--- src/rtl/brt_pkg.sv ---
package brt_pkg;

    typedef enum logic [2:0] {
        CYC_RD_SINGLE   = 3'd0,
        CYC_WR_SINGLE   = 3'd1,
        CYC_RD_BURST    = 3'd2,
        CYC_WB_BURST    = 3'd3,
        CYC_SPECIAL     = 3'd4,
        CYC_ACK_FIRST   = 3'd5,
        CYC_ACK_SECOND  = 3'd6,
        CYC_RESERVED    = 3'd7
    } cyc_e;

    typedef enum logic [1:0] {
        ST_IDLE  = 2'd0,
        ST_FIRST = 2'd1,
        ST_BURST = 2'd2
    } st_e;

    function automatic logic kind_is_read(input logic [2:0] k);
        return (k == CYC_RD_SINGLE) || (k == CYC_RD_BURST);
    endfunction

    function automatic logic kind_is_write(input logic [2:0] k);
        return (k == CYC_WR_SINGLE) || (k == CYC_WB_BURST);
    endfunction

    function automatic logic kind_is_burst(input logic [2:0] k);
        return (k == CYC_RD_BURST) || (k == CYC_WB_BURST);
    endfunction

    function automatic logic kind_takes_pen(input logic [2:0] k);
        return kind_is_read(k) || (k == CYC_ACK_SECOND);
    endfunction

endpackage

--- src/rtl/brt_beat_counter.sv ---
module brt_beat_counter #(
    parameter int BEATS = 4,
    localparam int IDX_W = (BEATS > 1) ? $clog2(BEATS) : 1
) (
    input  logic             clk,
    input  logic             rst_n,
    input  logic             clear,
    input  logic             step,
    input  logic             burst,
    output logic [IDX_W-1:0] idx,
    output logic             last_beat
);

    localparam logic [IDX_W-1:0] LAST_IDX = IDX_W'(BEATS - 1);

    always_ff @(posedge clk) begin
        if (!rst_n || clear) begin
            idx <= '0;
        end else if (step && !last_beat) begin
            idx <= idx + 1'b1;
        end
    end

    assign last_beat = !burst || (idx == LAST_IDX);

endmodule

--- src/rtl/brt_attr_capture.sv ---
module brt_attr_capture
    import brt_pkg::*;
(
    input  logic       clk,
    input  logic       rst_n,
    input  logic       open_cyc,
    input  logic       active,
    input  logic [2:0] kind,
    input  logic       ready,
    input  logic       next_addr,
    input  logic       cache_in,
    input  logic       wbwt_in,
    input  logic       pen_in,
    input  logic       wbuf_in,
    output logic       cache_q,
    output logic       wbwt_q,
    output logic       pen_q,
    output logic       wbuf_q
);

    logic first_taken;
    logic first_strobe;
    logic beat;

    assign beat         = active && ready;
    assign first_strobe = active && (ready || next_addr) && !first_taken;

    always_ff @(posedge clk) begin
        if (!rst_n) begin
            first_taken <= 1'b0;
            cache_q     <= 1'b0;
            wbwt_q      <= 1'b0;
            pen_q       <= 1'b0;
            wbuf_q      <= 1'b0;
        end else if (open_cyc) begin
            first_taken <= 1'b0;
            cache_q     <= 1'b0;
            wbwt_q      <= 1'b0;
            pen_q       <= 1'b0;
        end else begin
            if (first_strobe) begin
                first_taken <= 1'b1;
                if (kind_is_read(kind)) begin
                    cache_q <= cache_in;
                end
                if (kind_is_read(kind) || kind_is_write(kind)) begin
                    wbwt_q <= wbwt_in;
                end
            end
            if (beat && kind_takes_pen(kind)) begin
                pen_q <= pen_in;
            end
            if (beat && kind_is_write(kind)) begin
                wbuf_q <= wbuf_in;
            end
        end
    end

endmodule

--- src/rtl/brt_write_gate.sv ---
module brt_write_gate (
    input  logic clk,
    input  logic rst_n,
    input  logic wr_open,
    input  logic wr_beat,
    input  logic wbuf_in,
    output logic blocked
);

    logic beat_seen;

    always_ff @(posedge clk) begin
        if (!rst_n) begin
            blocked   <= 1'b0;
            beat_seen <= 1'b0;
        end else if (wr_open) begin
            blocked   <= 1'b1;
            beat_seen <= 1'b0;
        end else begin
            if (wr_beat) begin
                beat_seen <= 1'b1;
            end
            if (blocked && wbuf_in && (beat_seen || wr_beat)) begin
                blocked <= 1'b0;
            end
        end
    end

endmodule

--- src/rtl/bus_ready_tracker.sv ---
module bus_ready_tracker
    import brt_pkg::*;
#(
    parameter int DATA_W = 64,
    parameter int PAR_W  = 8,
    parameter int BEATS  = 4,
    localparam int IDX_W = (BEATS > 1) ? $clog2(BEATS) : 1
) (
    input  logic              clk,
    input  logic              rst_n,
    input  logic              start,
    input  logic [2:0]        cyc_type,
    input  logic              ready,
    input  logic              next_addr,
    input  logic [DATA_W-1:0] data_in,
    input  logic [PAR_W-1:0]  par_in,
    input  logic              bus_chk,
    input  logic              cache_in,
    input  logic              pen_in,
    input  logic              wbwt_in,
    input  logic              wbuf_empty_in,
    output logic              busy,
    output logic              done,
    output logic              xfer_valid,
    output logic [IDX_W-1:0]  xfer_idx,
    output logic [DATA_W-1:0] data_q,
    output logic [PAR_W-1:0]  par_q,
    output logic              bus_chk_q,
    output logic              cache_q,
    output logic              wbwt_q,
    output logic              pen_q,
    output logic              wbuf_empty_q,
    output logic              write_blocked
);

    st_e              state, state_nx;
    logic [2:0]       kind;
    logic             accept;
    logic             beat;
    logic             last_beat;
    logic [IDX_W-1:0] beat_idx;

    assign busy   = (state != ST_IDLE);
    assign accept = (state == ST_IDLE) && start &&
                    !(kind_is_write(cyc_type) && write_blocked);
    assign beat   = busy && ready;

    always_comb begin
        state_nx = state;
        unique case (state)
            ST_IDLE: begin
                if (accept) state_nx = ST_FIRST;
            end
            ST_FIRST: begin
                if (ready) begin
                    state_nx = kind_is_burst(kind) ? ST_BURST : ST_IDLE;
                end
            end
            ST_BURST: begin
                if (ready && last_beat) state_nx = ST_IDLE;
            end
            default: state_nx = ST_IDLE;
        endcase
    end

    always_ff @(posedge clk) begin
        if (!rst_n) begin
            state <= ST_IDLE;
            kind  <= 3'd0;
        end else begin
            state <= state_nx;
            if (accept) kind <= cyc_type;
        end
    end

    always_ff @(posedge clk) begin
        if (!rst_n) begin
            done       <= 1'b0;
            xfer_valid <= 1'b0;
            xfer_idx   <= '0;
            data_q     <= '0;
            par_q      <= '0;
            bus_chk_q  <= 1'b0;
        end else begin
            done       <= beat && last_beat;
            xfer_valid <= beat;
            if (beat) begin
                xfer_idx  <= beat_idx;
                data_q    <= data_in;
                par_q     <= par_in;
                bus_chk_q <= bus_chk;
            end
        end
    end

    brt_beat_counter #(.BEATS(BEATS)) u_count (
        .clk       (clk),
        .rst_n     (rst_n),
        .clear     (accept),
        .step      (beat),
        .burst     (kind_is_burst(kind)),
        .idx       (beat_idx),
        .last_beat (last_beat)
    );

    brt_attr_capture u_attr (
        .clk       (clk),
        .rst_n     (rst_n),
        .open_cyc  (accept),
        .active    (busy),
        .kind      (kind),
        .ready     (ready),
        .next_addr (next_addr),
        .cache_in  (cache_in),
        .wbwt_in   (wbwt_in),
        .pen_in    (pen_in),
        .wbuf_in   (wbuf_empty_in),
        .cache_q   (cache_q),
        .wbwt_q    (wbwt_q),
        .pen_q     (pen_q),
        .wbuf_q    (wbuf_empty_q)
    );

    brt_write_gate u_wgate (
        .clk     (clk),
        .rst_n   (rst_n),
        .wr_open (accept && kind_is_write(cyc_type)),
        .wr_beat (beat && kind_is_write(kind)),
        .wbuf_in (wbuf_empty_in),
        .blocked (write_blocked)
    );

endmodule

--- config.mk ---
export PLATFORM = sky130hd
export DESIGN_NAME = bus_ready_tracker
export DESIGN_NICKNAME = d
export VERILOG_FILES = /design/src/rtl/brt_pkg.sv /design/src/rtl/brt_beat_counter.sv /design/src/rtl/brt_attr_capture.sv /design/src/rtl/brt_write_gate.sv /design/src/rtl/bus_ready_tracker.sv
export SDC_FILE = /design/constraint.sdc
export NUM_CORES = 1
export LEC_CHECK = 0
export BUFFER_PORTS_ARGS = -buffer_cell sky130_fd_sc_hd__buf_4
export CAP_MARGIN = 10
export CORE_MARGIN = 3
export CORE_UTILIZATION = 35
export CTS_BUF_LIST = sky130_fd_sc_hd__clkbuf_8
export CTS_CLUSTER_DIAMETER = 150
export CTS_CLUSTER_SIZE = 40
export DETAILED_ROUTE_END_ITERATION = 10
export GPL_ROUTABILITY_DRIVEN = 0
export GPL_TIMING_DRIVEN = 0
export PLACE_DENSITY = 0.75
export SYNTH_ARGS = -nofsm -noshare
export SYNTH_HDL_FRONTEND = slang
export SYNTH_SLANG_ARGS = --single-unit
--- constraint.sdc ---
create_clock -name clk -period 4.4 [get_ports clk]
set_input_delay 0.88 -clock clk [delete_from_list [all_inputs] [get_ports clk]]
set_output_delay 0.88 -clock clk [all_outputs]
set_load 0.02 [all_outputs]
==> results of run 1 <==
[kinds of logic after synthesis]
family	after synthesis	share of synthesized area [%]
buffers and inverters	34	4.96
adder cells (fa/ha/maj)	1	0.376
flip-flops	91	54.8
AND/OR/NAND/NOR	181	22.8
AO/OA/AOI/OAI	104	17.1
[state kept, by name, summed over array words and instances (netlist names), 2 cells and up]
name	count
xfer_idx	2
kind	3
u_count.idx	2
par_q	8
data_q	64
state	2
[cells in the final DEF (no fill, tap or decap), types with 3 or more instances in the layout]
master                     instances
sky130_fd_sc_hd__a21oi_1          84
sky130_fd_sc_hd__buf_2            18
sky130_fd_sc_hd__buf_4           166
sky130_fd_sc_hd__clkbuf_1          8
sky130_fd_sc_hd__clkbuf_8         11
sky130_fd_sc_hd__dfxtp_1          91
sky130_fd_sc_hd__inv_1             5
sky130_fd_sc_hd__nand2_1         151
sky130_fd_sc_hd__nand3_1           3
sky130_fd_sc_hd__nand4_1           3
sky130_fd_sc_hd__nand4b_1          3
sky130_fd_sc_hd__nor2_1            7
sky130_fd_sc_hd__o21ai_0           7
[area by class of cell]
| cell class | count | share of cell area (%) |
|---|---|---|
| multi-input combinational | 286 | 27.2 |
| inverter | 5 | 0.381 |
| buffer | 29 | 2.98 |
| clock inverter | 5 | 0.763 |
| timing repair buffer | 166 | 25.3 |
| sequential | 91 | 37.0 |
| tap | 126 | 3.20 |
| clock buffer | 11 | 3.08 |
[per-layer routing]
metal  share of wire (%)  vias to the layer above
li1                    -                     1707
met1                  44                     1505
met2                  47                      124
met3                 8.2                       13
met4                 1.3                        0
met5                   0                        -
[worst paths after layout]
| kind | from | endpoint | depth (start not counted) |
|---|---|---|---|
| worst min register to register | data_q[9]$_SDFFE_PN0P_ | data_q[9]$_SDFFE_PN0P_ | 2 |
| worst max register to register | state[0]$_SDFFE_PN0P_ | u_wgate.beat_seen$_SDFFE_PP0P_ | 5 |
| worst min-delay path | data_q[9]$_SDFFE_PN0P_ | data_q[9]$_SDFFE_PN0P_ | 2 |
| worst max-delay path | state[0]$_SDFFE_PN0P_ | busy | 4 |
[critical path, stage by stage, from the launching register on]
cell,delay [ps]
sky130_fd_sc_hd__dfxtp_1,300
sky130_fd_sc_hd__buf_2,170
sky130_fd_sc_hd__nor2_1,140
sky130_fd_sc_hd__inv_1,70
sky130_fd_sc_hd__buf_4,160
[power by group through the flow]
stage	sequential [mW]	combinational [mW]	clock [mW]
after floorplan	0.926	0.0865	0
after global placement	0.892	0.247	0
after detailed placement	0.894	0.251	0
after CTS	0.875	0.252	0.547
after global routing	0.879	0.274	0.584
final	0.875	0.249	0.530
[through the flow]
step                      std cells  area [sq um]  power (mW)  hold WS [ps]
final                           719          4920        1.65           458
after detailed placement        703          4730        1.15           449
after CTS                       719          4920        1.67           460
after global placement          703          4730        1.14           443
after global routing            719          4920        1.74           482
after floorplan                 411          3330        1.01           445
==> flow_metrics.env, run 1 <==
export IMPL_dr_pass1_iters=4
export IMPL_globalRouteMet2Util_pct=27.9
export IMPL_synthesis_nets=497
export IMPL_hpwlAfterDp_microns=7150
export IMPL_grt_pass1_wl_microns=14400
export IMPL_design_die_area_sq_mm=0.0107
export IMPL_max_clock_skew_ps=8.09
export IMPL_place_worst_setup_slack_ps=2160
export IMPL_worstSetupEndpointType="output port"
export IMPL_antenna_found_initial=0
export IMPL_overall_overflow_remaining_after_global_route=0
export IMPL_max_freq_mhz=486
export IMPL_part_of_the_cycle_the_worst_path_needs_pct=46.8
export IMPL_die_x_microns=103
export IMPL_max_cap_violations=0
export IMPL_gr_usage_met3_pct=4.76
export IMPL_track_usage_pct=16.9
export IMPL_floorplan_initialDensity_pct=37.1
export IMPL_synth_most_common_cell="sky130_fd_sc_hd__nand2_1"
export IMPL_postSynth_asyncResetShare_pct=0
export IMPL_top_level_ports=168
export IMPL_power_leakage_nw=2.11
export IMPL_cts_buffer_depth=2
export IMPL_cts_max_level=3
export IMPL_run_status="finished, final reports clean"
export IMPL_detail_route_wirelength_microns=9430
export IMPL_groute_layer_met1_usage_pct=21.6
export IMPL_clk_pin_slew_ps=80
export IMPL_die_h_microns=103
export IMPL_viasPerCell=4.66
export IMPL_layout_drive_gt1_share_pct=35.2
export IMPL_synth_cell_types=37
export IMPL_critical_path_peak_fanout=10
export IMPL_syn2layout_area_growth_pct=47.9
export IMPL_combPwrFrac_pct=15.1
export IMPL_num_rows=34
export IMPL_worst_ir_drop_on_vdd_mv=0.184
export IMPL_startpoint_type="register"
export IMPL_drt_iter0_drc=148
export IMPL_r2r_setup_slack_ps=2820
export IMPL_ys_top_cells_by_count="151 x sky130_fd_sc_hd__nand2_1, 91 x sky130_fd_sc_hd__dfxtp_1, 84 x sky130_fd_sc_hd__a21oi_1"
export IMPL_synth_seq_area_share_pct=54.8
export IMPL_cts_post_setup_buffers_inserted=0
export IMPL_fillers=847
export IMPL_setup_viol=0
export IMPL_syn_instance_count=411
export IMPL_pins_over_slew_limit=0
export IMPL_nets=674
export IMPL_final_antenna_net_count=0
export IMPL_fin_ws_ps=2340
export IMPL_core_area_sq_mm=0.00898
export IMPL_power_per_cell_area_mw_per_mm2=336
export IMPL_power_net_switching_uw=444
export IMPL_synth_largest_area_cell="sky130_fd_sc_hd__dfxtp_1"
export IMPL_power_share_clock_pct=32.0
export IMPL_fin_setup_tns_ps=0
export IMPL_post_cts_resize_count=0
export IMPL_synth_top_cells_by_area="sky130_fd_sc_hd__dfxtp_1 55%, sky130_fd_sc_hd__nand2_1 17%, sky130_fd_sc_hd__a21oi_1 13%"
export IMPL_hold_buffers_post_cts=0
export IMPL_pin_count_of_the_biggest_net_entering_global_routing=16
export IMPL_clock_tree_from_tritoncts="done"
export IMPL_synth_top_area_share_pct=54.8
export IMPL_timing_setup_critical_path_class="reg2out"
export IMPL_clkLatencyLatePin_ps=350
export IMPL_detailroute_via_count=3349
export IMPL_mapped_area_sq_mm=0.00333
export IMPL_postSynth_topFlopCell="sky130_fd_sc_hd__dfxtp_1"
export IMPL_synth_avg_cell_area_sq_um=8.09
export IMPL_vias_in_the_first_global_route=3123
export IMPL_layout_area_seq_sq_mm=0.00182
export IMPL_final_util_pct=54.8
export IMPL_cts_num_sinks=91
export IMPL_critical_path_arrival_ps=1180
export IMPL_hold_viol=0
export IMPL_grt_busiest_layer="met2"
export IMPL_slew_limit_headroom_pct=64.9
export IMPL_synth_edff_count=0
export IMPL_swShare_pct=26.8
export IMPL_postSynthRegisterBits=91
export IMPL_timing_hold_worst_class="reg2reg"
export IMPL_worst_ep_required_time_ps=3520
export IMPL_worst_slew_pin_transition_ps=526
export IMPL_seqPwrFrac_pct=52.9
export IMPL_intPower_mw=1.21
export IMPL_detail_route_wl_per_cell_microns=13.1
export IMPL_port_buffer_count=166
export IMPL_rsz0062_at_grt="no"
export IMPL_ctsRootBufferMaster="sky130_fd_sc_hd__clkbuf_8"
export IMPL_insertedDiodeCount=0
export IMPL_finalWorstPathRequiredPeriod_ps=2060
export IMPL_cts_made_buffers=9
export IMPL_drt_drc_violations_left=0
export IMPL_synth_yosys_warnings=0
export IMPL_multiInputGateArea_sq_mm=0.00134
Note: power is estimated with default switching activity, not from simulation.
==> run 2, diff against run 1 <==
--- a/config.mk
+++ b/config.mk
@@ -5,6 +5,7 @@
 export SDC_FILE = /design/constraint.sdc
 export NUM_CORES = 1
 export LEC_CHECK = 0
+export ABC_AREA = 1
 export BUFFER_PORTS_ARGS = -buffer_cell sky130_fd_sc_hd__buf_4
 export CAP_MARGIN = 10
 export CORE_MARGIN = 3
@@ -15,7 +16,7 @@
 export DETAILED_ROUTE_END_ITERATION = 10
 export GPL_ROUTABILITY_DRIVEN = 0
 export GPL_TIMING_DRIVEN = 0
-export PLACE_DENSITY = 0.75
+export PLACE_DENSITY = 0.78
 export SYNTH_ARGS = -nofsm -noshare
 export SYNTH_HDL_FRONTEND = slang
 export SYNTH_SLANG_ARGS = --single-unit
==> constraint.sdc (replaced) <==
create_clock -name clk -period 1.7 [get_ports clk]
set_input_delay 0.34 -clock clk [delete_from_list [all_inputs] [get_ports clk]]
set_output_delay 0.34 -clock clk [all_outputs]
set_load 0.02 [all_outputs]
==> flow_metrics.env, run 2 <==
export IMPL_viasPerCell=4.64
export IMPL_part_of_the_cycle_the_worst_path_needs_pct=80.2
export IMPL_pins_over_slew_limit=0
export IMPL_antenna_found_initial=0
export IMPL_worst_r2r_path_depth=6
export IMPL_post_cts_resize_count=0
export IMPL_cts_made_buffers=9
export IMPL_max_cap_violations=0
export IMPL_detail_route_wl_per_cell_microns=13.3
export IMPL_postSynthRegisterBits=91
export IMPL_cts_buffer_depth=2
export IMPL_timing_setup_critical_path_class="reg2out"
export IMPL_insertedDiodeCount=0
export IMPL_cts_post_setup_buffers_inserted=0
export IMPL_slew_limit_headroom_pct=67.9
export IMPL_hold_viol=0
export IMPL_biggestRegsByFlops="data_q x64, par_q x8, kind x3"
export IMPL_clock_tree_from_tritoncts="done"
export IMPL_postSynth_asyncResetShare_pct=0
export IMPL_cts_num_sinks=91
export IMPL_drt_iter0_drc=74
export IMPL_cts_max_level=3
export IMPL_clk_pin_slew_ps=80
export IMPL_detailroute_via_count=3272
export IMPL_ys_top_cells_by_count="157 x sky130_fd_sc_hd__nor2_1, 91 x sky130_fd_sc_hd__dfxtp_1, 77 x sky130_fd_sc_hd__o21ai_0"
export IMPL_synth_avg_cell_area_sq_um=7.87
export IMPL_max_clock_skew_ps=7.45
export IMPL_nets=678
export IMPL_core_area_sq_mm=0.00889
export IMPL_grt_pass1_wl_microns=14700
export IMPL_max_freq_mhz=734
export IMPL_timing_hold_worst_class="in2reg"
export IMPL_synth_edff_count=0
export IMPL_synthesis_nets=501
export IMPL_hold_path_cell_count=2
export IMPL_port_buffer_count=166
export IMPL_fillers=875
export IMPL_detail_route_wirelength_microns=9390
export IMPL_synth_top_area_share_pct=55.8
export IMPL_worst_slew_pin_transition_ps=481
export IMPL_largest_reg_flops=64
export IMPL_die_h_microns=103
export IMPL_synth_largest_area_cell="sky130_fd_sc_hd__dfxtp_1"
export IMPL_num_rows=34
export IMPL_floorplan_initialDensity_pct=36.7
export IMPL_syn2layout_area_growth_pct=47.5
export IMPL_synth_top_cells_by_area="sky130_fd_sc_hd__dfxtp_1 56%, sky130_fd_sc_hd__nor2_1 18%, sky130_fd_sc_hd__o21ai_0 12%"
export IMPL_most_common_library_cell_in_the_layout_ignoring_fill_and_taps="sky130_fd_sc_hd__buf_4"
export IMPL_track_usage_pct=17.6
export IMPL_finalWorstPathRequiredPeriod_ps=1360
export IMPL_vias_in_the_first_global_route=3171
export IMPL_critical_path_arrival_ps=1020
export IMPL_clkLatencyLatePin_ps=350
export IMPL_startpoint_type="register"
export IMPL_worst_ir_drop_on_vdd_mv=0.469
export IMPL_power_per_cell_area_mw_per_mm2=983
export IMPL_synth_most_common_cell="sky130_fd_sc_hd__nor2_1"
export IMPL_mapped_area_sq_mm=0.00326
export IMPL_run_status="finished, final reports clean"
export IMPL_top_level_ports=168
export IMPL_pin_count_of_the_biggest_net_entering_global_routing=16
export IMPL_design_die_area_sq_mm=0.0105
export IMPL_rsz0062_at_grt="no"
export IMPL_die_x_microns=103
export IMPL_fin_hold_ws_ps=228
export IMPL_postSynth_topFlopCell="sky130_fd_sc_hd__dfxtp_1"
export IMPL_synth_yosys_warnings=0
export IMPL_dr_pass1_iters=4
export IMPL_setup_viol=0
export IMPL_layout_common_cells="166 x sky130_fd_sc_hd__buf_4, 157 x sky130_fd_sc_hd__nor2_1, 91 x sky130_fd_sc_hd__dfxtp_1"
export IMPL_ctsRootBufferMaster="sky130_fd_sc_hd__clkbuf_8"
export IMPL_power_leakage_nw=2.22
export IMPL_syn_instance_count=415
export IMPL_drt_drc_violations_left=0
export IMPL_hold_buffers_post_cts=0
export IMPL_overall_overflow_remaining_after_global_route=0
export IMPL_worstSetupEndpointType="output port"
export IMPL_synth_seq_area_share_pct=55.8
export IMPL_synth_cell_types=23
export IMPL_final_util_pct=54.2
export IMPL_hpwlAfterDp_microns=7140
export IMPL_fin_setup_tns_ps=0
export IMPL_registers_top_by_ff_count="data_q"
export IMPL_final_antenna_net_count=0
export IMPL_critical_path_peak_fanout=7
export IMPL_worst_ep_required_time_ps=1360
export IMPL_layout_drive_gt1_share_pct=34.0
## run 2: cell count changes in the layout (fill, tap and decap cells not counted), sizes merged, moves of 3 or more
cell    before  now
nor2         7  158
nand2      151   16
a21oi       86   12
o21ai        9   81
inv          5   17
buf        187  180
nand3        3   10
nand4        3    0
nand4b       3    0
## run 2: kinds of logic (layout without fill, tap and decap cells)
| family | Yosys count | count (layout) | synth area share [%] |
|---|---|---|---|
| and+or+nand+nor | 187 | 187 | 22.8 |
| AOI/OAI and AO/OA | 94 | 94 | 14.5 |
| DFF | 91 | 91 | 55.8 |
| buffers and inverters | 41 | 223 | 6.25 |
| adders and majority gates | 1 | 1 | 0.383 |
| xor gates and xnor gates | 1 | 1 | 0.268 |
## run 2: worst paths after layout
kind | start | end | slack [ps]
setup / recovery | state[0]$_SDFFE_PN0P_ | busy | 340
hold / removal | cyc_type[0] | u_wgate.beat_seen$_SDFFE_PP0P_ | 230
setup reg to reg | state[0]$_SDFFE_PN0P_ | par_q[5]$_SDFFE_PN0P_ | 410
hold reg to reg | u_attr.first_taken$_SDFFE_PP0P_ | u_attr.first_taken$_SDFFE_PP0P_ | 470
## run 2: worst max-delay path, cell delays in order (launching register included)
cell                      delay, ps
sky130_fd_sc_hd__dfxtp_1        360
sky130_fd_sc_hd__inv_2           60
sky130_fd_sc_hd__nand2_4        110
sky130_fd_sc_hd__buf_4          150
## run 2: final cells by class
cell class	instances	area (sq um)	share of cell area (%)
Buffer	25	141	2.94
Clock buffer	9	124	2.57
Clock inverter	7	46.3	0.961
Inverter	16	62.6	1.30
Multi-Input combinational cell	283	1240	25.7
Sequential cell	91	1820	37.8
Tap cell	108	135	2.81
Timing Repair Buffer	166	1250	25.9
## run 2: metal layers
layer  global-route usage [%]  vias to the layer above  part of all wire [%]  wire (microns)
met3                     5.48                        9                   8.8             828
met1                     20.3                     1465                    41            3830
li1                         -                     1679                     -               -
met2                     31.0                      119                    49            4630
met5                        0                        -                     0               0
met4                     5.45                        0                   1.1             105
## run 2: stage by stage
| stage | worst slack, ps | std cells | area [sq um] | total power [mW] |
|---|---|---|---|---|
| 2_1_floorplan | 564 | 415 | 3260 | 3.01 |
| 3_3_place_gp | 249 | 689 | 4650 | 3.49 |
| 3_5_place_dp | 253 | 689 | 4650 | 3.52 |
| 4_1_cts | 305 | 705 | 4820 | 4.80 |
| 5_1_grt | 185 | 705 | 4820 | 5.02 |
| 6_report | 337 | 705 | 4820 | 4.74 |
## run 2: power breakdown
| group | leakage [nW] | switching, mW | internal (mW) | total, mW |
|---|---|---|---|---|
| Clock | 0.0864 | 0.750 | 0.526 | 1.28 |
| Sequential | 0.745 | 0.0866 | 2.30 | 2.39 |
| Combinational | 1.39 | 0.593 | 0.479 | 1.07 |
| Total | 2.22 | 1.43 | 3.31 | 4.74 |
==> run 3, diff against run 2 <==
==> constraint.sdc (replaced) <==
create_clock -name clk -period 1.1 [get_ports clk]
set_input_delay 0.22 -clock clk [delete_from_list [all_inputs] [get_ports clk]]
set_output_delay 0.22 -clock clk [all_outputs]
set_load 0.02 [all_outputs]
==> flow_metrics.env, run 3 (synthesis gave the netlist of run 2 again) <==
export IMPL_run_status="finished with violations"
export IMPL_violations="setup timing"
export IMPL_part_of_the_cycle_the_worst_path_needs_pct=112
export IMPL_groute_layer_met1_usage_pct=20.7
export IMPL_fin_setup_tns_ps=-5480
export IMPL_fillers=809
export IMPL_num_rows=34
export IMPL_cts_buffer_depth=2
export IMPL_ctsRootBufferMaster="sky130_fd_sc_hd__clkbuf_8"
export IMPL_worst_r2r_path_depth=7
export IMPL_worst_path_max_delay_cell="sky130_fd_sc_hd__dfxtp_2"
export IMPL_power_leakage_nw=2.44
export IMPL_worst_ep_required_time_ps=880
export IMPL_post_layout_nonfiller_instances=715
export IMPL_pin_count_of_the_biggest_net_entering_global_routing=15
export IMPL_cts_made_buffers=9
export IMPL_nets=689
export IMPL_overall_overflow_remaining_after_global_route=0
export IMPL_registers_top_by_ff_count="data_q"
export IMPL_die_x_microns=103
export IMPL_critical_path_arrival_ps=1010
export IMPL_insertedDiodeCount=0
export IMPL_hpwlAfterDp_microns=7290
export IMPL_worst_ir_drop_on_vdd_mv=0.738
export IMPL_max_freq_mhz=811
export IMPL_place_detailed_instances=689
export IMPL_biggestRegsByFlops="data_q x64, par_q x8, kind x3"
export IMPL_power_per_cell_area_mw_per_mm2=1500
export IMPL_max_cap_violations=0
export IMPL_most_common_library_cell_in_the_layout_ignoring_fill_and_taps="sky130_fd_sc_hd__buf_4"
export IMPL_top_level_ports=168
export IMPL_r2r_setup_slack_ps=-130
export IMPL_viasPerCell=4.72
export IMPL_layout_area_seq_sq_mm=0.00187
export IMPL_timing_hold_worst_class="in2reg"
export IMPL_vias_in_the_first_global_route=3277
export IMPL_gr_usage_met3_pct=4.67
export IMPL_worstSetupEndpointType="output port"
export IMPL_die_h_microns=103
export IMPL_final_antenna_net_count=0
export IMPL_design_die_area_sq_mm=0.0105
export IMPL_fin_ws_ps=-133
export IMPL_hold_viol=0
export IMPL_detailroute_via_count=3376
export IMPL_setup_viol=83
export IMPL_placed_cell_area_sq_mm=0.00465
export IMPL_finalWorstPathRequiredPeriod_ps=1230
export IMPL_layout_common_cells="173 x sky130_fd_sc_hd__buf_4, 134 x sky130_fd_sc_hd__nor2_1, 52 x sky130_fd_sc_hd__dfxtp_1"
export IMPL_place_worst_setup_slack_ps=-200
export IMPL_cts_max_level=3
export IMPL_globalRouteMet2Util_pct=32.9
export IMPL_floorplan_initialDensity_pct=36.7
export IMPL_detail_route_wl_per_cell_microns=13.9
export IMPL_syn2layout_area_growth_pct=66.1
export IMPL_drt_iter0_drc=57
export IMPL_worst_slew_pin_transition_ps=707
export IMPL_core_area_sq_mm=0.00889
export IMPL_postLayoutCellArea_sq_mm=0.00542
export IMPL_port_buffer_count=166
export IMPL_dr_pass1_iters=4
export IMPL_crit_path_cell_trace="inv_2, nand2_4, buf_6"
export IMPL_clk_pin_slew_ps=90
export IMPL_multiInputGateArea_sq_mm=0.00150
export IMPL_critical_path_peak_fanout=7
export IMPL_fin_total_pwr_mw=8.12
export IMPL_startpoint_type="register"
export IMPL_timing_setup_critical_path_class="reg2out"
export IMPL_track_usage_pct=17.9
export IMPL_clock_tree_from_tritoncts="done"
export IMPL_hold_buffers_post_cts=0
export IMPL_max_clock_skew_ps=11.7
export IMPL_final_util_pct=61.0
export IMPL_drt_drc_violations_left=0
export IMPL_pins_over_slew_limit=0
export IMPL_antenna_found_initial=0
export IMPL_slew_limit_headroom_pct=52.9
export IMPL_clkLatencyLatePin_ps=340
export IMPL_rsz0062_at_grt="yes"
export IMPL_grt_pass1_wl_microns=15000
export IMPL_hold_path_cell_count=3
export IMPL_grt_busiest_layer="met2"
export IMPL_critical_path_max_stage_delay_ps=330
export IMPL_layout_drive_gt1_share_pct=52.9
export IMPL_cts_num_sinks=91
export IMPL_detail_route_wirelength_microns=9920
export IMPL_fin_hold_ws_ps=102
export IMPL_largest_reg_flops=64
-- run 3: changes by cell type in the layout (fill, tap and decap cells not counted), sizes merged --
cell | previous run | this run
clkinvlp | 2 | 1
clkbuf | 20 | 22
clkinv | 4 | 1
inv | 17 | 18
buf | 180 | 189
bufinv | 0 | 2
-- run 3: layout make-up --
class | count | area share [%]
Tap cell | 108 | 2.49
Clock inverter | 6 | 1.55
Clock buffer | 9 | 2.28
Buffer | 25 | 4.27
Sequential cell | 91 | 34.5
Inverter | 16 | 1.25
Timing Repair Buffer | 177 | 25.9
Multi-Input combinational cell | 283 | 27.7
-- run 3: path summary, 6_finish.rpt --
| path | from | end |
|---|---|---|
| setup / recovery | state[1]$_SDFFE_PN0P_ | busy |
| setup reg to reg | state[1]$_SDFFE_PN0P_ | data_q[63]$_SDFFE_PN0P_ |
| hold reg to reg | data_q[8]$_SDFFE_PN0P_ | data_q[8]$_SDFFE_PN0P_ |
| hold / removal | data_in[49] | data_q[49]$_SDFFE_PN0P_ |
-- run 3: routing by layer --
metal | part of all wire [%] | vias to the layer above
met5 | 0 | -
met3 | 6.0 | 10
met1 | 41 | 1552
met4 | 0.93 | 0
met2 | 52 | 105
li1 | - | 1709
-- run 3: worst max-delay path: cells and delay by family, from the launching register on --
kind          cells  cell delay [ps]
buf+inv           2              230
flops             1              330
simple gates      1              110
-- run 3: what timing repair did --
item / CTS / global route
buffers inserted: 6 / 2
gates cloned: 1 / 2
endpoints found under the setup margin: 90 / 114
gates resized for setup: 84 / 101
pin swaps: 9 / 6
-- run 3: power breakdown --
part / switching, mW / leakage, nW / internal (mW)
clock network: 1.13 / 0.108 / 1.26
registers: 0.155 / 0.761 / 3.58
logic: 1.06 / 1.57 / 0.948
total: 2.34 / 2.44 / 5.78
